<file path="src/rtl/apx_add_pkg.sv">
package apx_add_pkg;

   typedef enum logic {
      CTL_CHAIN   = 1'b0,
      CTL_GROUPED = 1'b1
   } apx_ctl_style_e;

   function automatic int ceil_div(input int num, input int den);
      return (num + den - 1) / den;
   endfunction

endpackage

</file>
<file path="src/rtl/apx_exact_rca.sv">
module apx_exact_rca #(
   parameter int WIDTH = 12
) (
   input  logic [WIDTH-1:0] x,
   input  logic [WIDTH-1:0] y,
   output logic [WIDTH:0]   s
);

   logic [WIDTH:0] cy;

   assign cy[0] = 1'b0;

   for (genvar i = 0; i < WIDTH; i++) begin : g_fa
      assign s[i]    = x[i] ^ y[i] ^ cy[i];
      assign cy[i+1] = (x[i] & y[i]) | (cy[i] & (x[i] ^ y[i]));
   end

   assign s[WIDTH] = cy[WIDTH];

endmodule

</file>
<file path="src/rtl/apx_fill_detect.sv">
module apx_fill_detect
   import apx_add_pkg::*;
#(
   parameter int             WIDTH = 20,
   parameter int             GRP   = 4,
   parameter apx_ctl_style_e STYLE = CTL_GROUPED
) (
   input  logic [WIDTH-1:0] x,
   input  logic [WIDTH-1:0] y,
   output logic [WIDTH-1:0] ctl
);

   localparam int NGRP = ceil_div(WIDTH, GRP);
   localparam int PADW = NGRP * GRP;

   logic [WIDTH-1:0] both;
   assign both = x & y;

   if (STYLE == CTL_CHAIN) begin : g_chain
      always_comb begin
         logic seen;
         seen = 1'b0;
         for (int i = WIDTH - 1; i >= 0; i--) begin
            seen   = seen | both[i];
            ctl[i] = seen;
         end
      end
   end else begin : g_grouped
      logic [PADW-1:0] both_pad;
      logic [PADW-1:0] ctl_pad;
      logic [NGRP-1:0] grp_hit;
      logic [NGRP:0]   grp_byp;

      assign both_pad = PADW'(both);
      assign grp_byp[NGRP] = 1'b0;

      for (genvar g = NGRP - 1; g >= 0; g--) begin : g_grp
         assign grp_hit[g] = |both_pad[g*GRP +: GRP];
         assign grp_byp[g] = grp_byp[g+1] | grp_hit[g];
         for (genvar k = 0; k < GRP; k++) begin : g_cell
            assign ctl_pad[g*GRP + k] = grp_byp[g+1] | (|both_pad[g*GRP + GRP - 1 : g*GRP + k]);
         end
      end

      assign ctl = ctl_pad[WIDTH-1:0];
   end

endmodule

</file>
<file path="src/rtl/apx_fill_sum.sv">
module apx_fill_sum #(
   parameter int WIDTH = 20
) (
   input  logic [WIDTH-1:0] x,
   input  logic [WIDTH-1:0] y,
   input  logic [WIDTH-1:0] ctl,
   output logic [WIDTH-1:0] s
);

   for (genvar i = 0; i < WIDTH; i++) begin : g_bit
      assign s[i] = ctl[i] ? 1'b1 : (x[i] ^ y[i]);
   end

endmodule

</file>
<file path="src/rtl/apx_err_adder.sv">
module apx_err_adder
   import apx_add_pkg::*;
#(
   parameter int             W          = 32,
   parameter int             LO_W       = 20,
   parameter int             GRP        = 4,
   parameter apx_ctl_style_e CTL_STYLE  = CTL_GROUPED,
   parameter bit             REGISTERED = 1'b1
) (
   input  logic         clk,
   input  logic         rst,
   input  logic         in_valid,
   input  logic [W-1:0] op_a,
   input  logic [W-1:0] op_b,
   output logic [W:0]   sum,
   output logic         out_valid
);

   localparam int HI_W = W - LO_W;

   if (LO_W < 1 || LO_W >= W) begin : g_bad_split
      $error("apx_err_adder: LO_W must lie in 1..W-1");
   end
   if (GRP < 1 || GRP > LO_W) begin : g_bad_grp
      $error("apx_err_adder: GRP must lie in 1..LO_W");
   end

   logic [LO_W-1:0] lo_a, lo_b, fill_ctl, lo_sum;
   logic [HI_W-1:0] hi_a, hi_b;
   logic [HI_W:0]   hi_sum;
   logic [W:0]      comb_sum;

   assign lo_a = op_a[LO_W-1:0];
   assign lo_b = op_b[LO_W-1:0];
   assign hi_a = op_a[W-1:LO_W];
   assign hi_b = op_b[W-1:LO_W];

   apx_exact_rca #(.WIDTH(HI_W)) u_hi (
      .x(hi_a),
      .y(hi_b),
      .s(hi_sum)
   );

   apx_fill_detect #(.WIDTH(LO_W), .GRP(GRP), .STYLE(CTL_STYLE)) u_det (
      .x  (lo_a),
      .y  (lo_b),
      .ctl(fill_ctl)
   );

   apx_fill_sum #(.WIDTH(LO_W)) u_lo (
      .x  (lo_a),
      .y  (lo_b),
      .ctl(fill_ctl),
      .s  (lo_sum)
   );

   assign comb_sum = {hi_sum, lo_sum};

   if (REGISTERED) begin : g_reg
      logic [W:0] sum_q;
      logic       vld_q;
      always_ff @(posedge clk) begin
         if (rst) vld_q <= 1'b0;
         else     vld_q <= in_valid;
         if (in_valid) sum_q <= comb_sum;
      end
      assign sum       = sum_q;
      assign out_valid = vld_q;
   end else begin : g_comb
      assign sum       = comb_sum;
      assign out_valid = in_valid;
   end

endmodule

</file>
<file path="config.mk">
export PLATFORM = sky130hd
export DESIGN_NAME = apx_err_adder
export DESIGN_NICKNAME = d
export VERILOG_FILES = /design/src/rtl/apx_add_pkg.sv /design/src/rtl/apx_exact_rca.sv /design/src/rtl/apx_fill_detect.sv /design/src/rtl/apx_fill_sum.sv /design/src/rtl/apx_err_adder.sv
export SDC_FILE = /design/constraint.sdc
export NUM_CORES = 1
export LEC_CHECK = 0
export BUFFER_PORTS_ARGS = -buffer_cell sky130_fd_sc_hd__buf_4
export CORE_MARGIN = 2
export CORE_UTILIZATION = 48
export DETAILED_ROUTE_END_ITERATION = 16
export PLACE_DENSITY = 0.84
export SYNTH_ARGS = -nofsm -noshare
export SYNTH_HDL_FRONTEND = slang
export SYNTH_HIERARCHICAL = 1
export SYNTH_SLANG_ARGS = --single-unit
</file>
<file path="constraint.sdc">
create_clock -name clk -period 8.65 [get_ports clk]
set_input_delay 0 -clock clk [delete_from_list [all_inputs] [get_ports clk]]
set_output_delay 0 -clock clk [all_outputs]
set_load 0.005 [all_outputs]
</file>
Yosys cells after proc, flatten, opt, wreduce, memory -nomap -nowiden:

Cells that the tools add are included.

* register bits: 34
* output and inout bits: 34
* logic and storage cells: 131

* bitwise operators: 94
* reductions and logical operators: 15

Operators by type and width (number)
* XOR 1 bit: 43
* bitwise OR 1 bit: 27
* AND 1 bit: 23
* AND 20 bit: 1
* OR reduction 4 bit: 5
* OR reduction 3 bit: 5
* OR reduction 2 bit: 5

Depth between registers and ports, before layout:

* depth after elaboration: 23
* depth in mapped cells: 16
* gate-level depth less buffers: 16

Cells and area by module:

The synthesis kept the hierarchy.

By module, submodules not included
* apx_err_adder: instances 1, cells an instance 35, area each 1024.7 um2, seq. area each 1011.0 um2
* apx_fill_sum: instances 1, cells an instance 40, area each 300.3 um2, seq. area each 0.0 um2
* apx_exact_rca: instances 1, cells an instance 22, area each 270.3 um2, seq. area each 0.0 um2
* apx_fill_detect: instances 1, cells an instance 44, area each 265.3 um2, seq. area each 0.0 um2

Least setup slack after synthesis:

No wires, ideal clock.

* path kind: in2reg
* from: in op_b[20]
* to: reg g_reg.sum_q[31] (netlist: sum[31]) (data pin)
* setup time: 0.129 ns
* data arrival time: 4.305 ns
* required time: 8.521 ns
* path slack: 4.216 ns
* stages on the path: 16
* path buffers: 0
* cells stage by stage: ha_1 inv_1 fa_1 inv_1 fa_1 fa_1 fa_1 fa_1 fa_1 fa_1 fa_1 fa_1 fa_1 inv_1 fa_1 inv_1

* longest elaborated chain between the ends: 22

Ends and longest elaborated chain
* start: declaration: RTL line apx_err_adder.sv:14 `input logic [W-1:0] op_b,`
* AND 1 bit (2 in series): RTL line apx_exact_rca.sv:15 `assign cy[i+1] = (x[i] & y[i]) | (cy[i] & (x[i] ^ y[i]));`
* bitwise OR 1 bit: RTL line apx_exact_rca.sv:15
* AND 1 bit: RTL line apx_exact_rca.sv:15
* bitwise OR 1 bit: RTL line apx_exact_rca.sv:15
* AND 1 bit: RTL line apx_exact_rca.sv:15
* bitwise OR 1 bit: RTL line apx_exact_rca.sv:15
* AND 1 bit: RTL line apx_exact_rca.sv:15
* bitwise OR 1 bit: RTL line apx_exact_rca.sv:15
* [6 not listed]
* AND 1 bit: RTL line apx_exact_rca.sv:15
* bitwise OR 1 bit: RTL line apx_exact_rca.sv:15
* AND 1 bit: RTL line apx_exact_rca.sv:15
* bitwise OR 1 bit: RTL line apx_exact_rca.sv:15
* AND 1 bit: RTL line apx_exact_rca.sv:15
* bitwise OR 1 bit: RTL line apx_exact_rca.sv:15
* XOR 1 bit: RTL line apx_exact_rca.sv:14 `assign s[i] = x[i] ^ y[i] ^ cy[i];`
* net hi_sum[11]: RTL line apx_err_adder.sv:30 `logic [HI_W:0] hi_sum;`
* end signal: assignment: RTL line apx_err_adder.sv:65 `if (in_valid) sum_q <= comb_sum;`
* end: declaration: RTL line apx_err_adder.sv:60 `logic [W:0] sum_q;`

The timed path passes the listed nets, and every way through them passes these cells.
A chain may end at the register's enable or synchronous reset.

Worst setup path after layout:

Same ends and word-level chain as after synthesis.

==> results by group <==
Min path
  • Worst hold path class: input pin to flop

Critical path
  • Crit Path Max Fanout: 1
  • Family with the most delay on the worst path: adder cells
  • Most frequent CP cell: fa_1
  • Worst EP arrival: 4.56 ns
  • Worst setup path class: input pin to flop
  • Startpoint Class: input pin
  • Crit end category: flop
  • CP Buf/Inv Count: 5
  • Crit path largest cell delay: 0.41 ns
  • Worst path cell trace: buf_4, ha_1, inv_1, fa_1, inv_1, fa_1, fa_1, fa_1, fa_1, fa_1, fa_1, fa_1, fa_1, fa_1, inv_1, fa_1, inv_1
  • Slowest cell on crit path: fa_1
  • Worst Path Required: 8.80 ns

GRT
  • First-pass GRT wire length: 5750 um
  • Largest net degree at the start of global routing: 35
  • Vias in the first global route: 1341
  • Grt ovf: 0
  • Overall Global Routing Usage: 0.183
  • Initial antenna violation count: 0

STA
  • Rel. slew slack: 0.546
  • Period utilization: 0.509
  • Final setup fails: 0
  • Final Critical Period: 4.40 ns
  • Slew @ Worst Pin: 0.681 ns
  • Total negative slack: 0 ns
  • Final Hold Vio Count: 0
  • F_max: 227 MHz
  • Slew Limit Fails: 0
  • Hold_ws: 0.0240 ns
  • RSZ-0062 raised after global routing: no

Layout
  • Layout cell share with drive strength beyond 1: 0.438
  • Final Util: 0.750
  • Nets@finish: 327
  • Filler cells: 275
  • Antenna cell count: 0
  • Layout area overhead: 48.6%

Yosys
  • Area of the mapped netlist: 1860 um^2
  • Number of warnings issued by yosys: 6
  • Yosys reg bits: 34
  • Seq/Total Area, Yosys: 0.543
  • Distinct cell type count after synthesis: 18
  • Synthesized netlist net count: 220
  • Cells after Synth: 141
  • Syn Area/Cell: 13.2 um^2

Outcome
  • Status: finished clean

Clock tree
  • Sink Count: 34
  • CTS Buf Count: 5
  • Reg clk slew, reported paths: 0.07 ns
  • H-tree depth: 2
  • Max Buffers Root-to-Sink: 2
  • Clock Tree Root: clkbuf_8
  • Cts repair resizes: 0
  • Post-CTS Setup Repair Bufs: 0
  • # hold bufs at CTS: 1
  • CTS tree: built

Floorplanning
  • Initial core utilization: 0.504
  • Number of placement rows: 22
  • Die Wd: 66.3 um
  • Chip Height: 66.3 um
  • Ports: 101
  • DIE AREA: 4390 um^2
  • CORE AREA: 3690 um^2

Route
  • Via count: 1448
  • DRT Pass-1 Iters: 4
  • DRC viols: 0
  • Wire length on met1: 1340 um
  • Uppermost routed layer: met4
  • Vias per cell: 4.88
  • Drt initial violations: 70
  • Metal3 WL: 437 um
  • Routed Antenna Nets: 0
  • Met2 WL: 1950 um
  • Drt total wl: 3840 um
  • WL/cell: 12.9 um

Pwr
  • PwrDens: 151 nW/um^2
  • Power after layout: 0.417 mW
  • Pleak: 1.18 nW
  • Max VDD drop: 0.0845 mV

Job
  • MaxCap Viol Count: 0

Place
  • Routability Congestion: 0.874
  • Port bufs: 100
  • Detail Placement HPWL: 3180 um
per-stage QoR:
step           setup slack, ns  std cells  instance area (um^2)
3_5_place_dp              3.95        288                  2660
2_1_floorplan             4.22        141                  1860
4_1_cts                   4.25        297                  2770
6_report                  4.25        297                  2770
3_3_place_gp              4.03        288                  2660
5_1_grt                   4.07        297                  2770
logic make-up after synthesis:
kind of cell | count (synthesis) | synth area share
AO/OA/AOI/OAI | 12 | 0.0551
XOR/XNOR | 20 | 0.0942
adder cells (fa/ha/maj) | 12 | 0.125
buffers and inverters | 14 | 0.0323
AND/OR/NAND/NOR | 49 | 0.150
flip-flops | 34 | 0.543
placed cells by master (no fill, tap or decap):
cell type      netlist  layout
and3_1               2       2
a22oi_1              6       6
nand4_1              3       3
nor2b_4              1       1
edfxtp_1            33      33
and2_1               2       2
dfxtp_1              1       1
clkbuf_8             0       6
and4_1               2       2
nand2_1             13      13
inv_1               13      13
clkinvlp_4           0       1
a21o_1               1       1
xnor2_1             20      20
fa_1                11      11
dlygate4sd3_1        0       1
buf_4                0     100
ha_1                 1       1
nand2b_1            20      20
nand3_1              6       6
clkinv_2             0       1
a222oi_1             5       5
report_power, final:
part | internal (mW) | switching, mW | leakage [nW] | total [mW]
logic | 0.0558 | 0.0380 | 0.792 | 0.0937
clock network | 0.0639 | 0.0551 | 0.0472 | 0.119
registers | 0.200 | 0.00410 | 0.336 | 0.204
per-layer routing:
metal  track usage  vias up
li1              -      710
met4        0.0944        0
met2         0.325       81
met5             0        -
met1         0.184      649
met3        0.0716        8
state kept, by name, summed over array words and instances, names as in the netlist:
| signal | cells |
|---|---|
| sum | 33 |
| out_valid | 1 |
final cells by class:
type | count | area, um^2 | area share
inverter | 13 | 48.8 | 0.0176
multi-input combinational | 93 | 790 | 0.286
tap | 48 | 60.1 | 0.0217
clock inverter | 2 | 12.5 | 0.00452
sequential | 34 | 1010 | 0.366
timing repair buffer | 101 | 761 | 0.275
clock buffer | 6 | 82.6 | 0.0299
Yosys cell counts, drive strengths merged:
cell / count / area [um^2]
nor2b: 1 / 13.8
dfxtp: 1 / 20.0
nand2: 13 / 48.8
xnor2: 20 / 175
buf: 1 / 11.3
and3: 2 / 12.5
nand3: 6 / 30.0
and2: 2 / 12.5
and4: 2 / 17.5
inv: 13 / 48.8
edfxtp: 33 / 991
nand4: 3 / 18.8
a21o: 1 / 7.51
fa: 11 / 220
nand2b: 20 / 125
a222oi: 5 / 50.1
ha: 1 / 12.5
a22oi: 6 / 45.0
final timing paths:
kind / startpoint / slack, ns / to / cells after the start
max: op_b[20] / 4.25 / sum[31]$_DFFE_PP_ / 17
min: op_a[5] / 0.02 / sum[5]$_DFFE_PP_ / 3
tightest hold or removal path, stage by stage:
cell      delay [ns]
buf_4           0.09
xnor2_1         0.05
nand2b_1        0.06
Note: power is estimated with default switching activity, not from simulation.
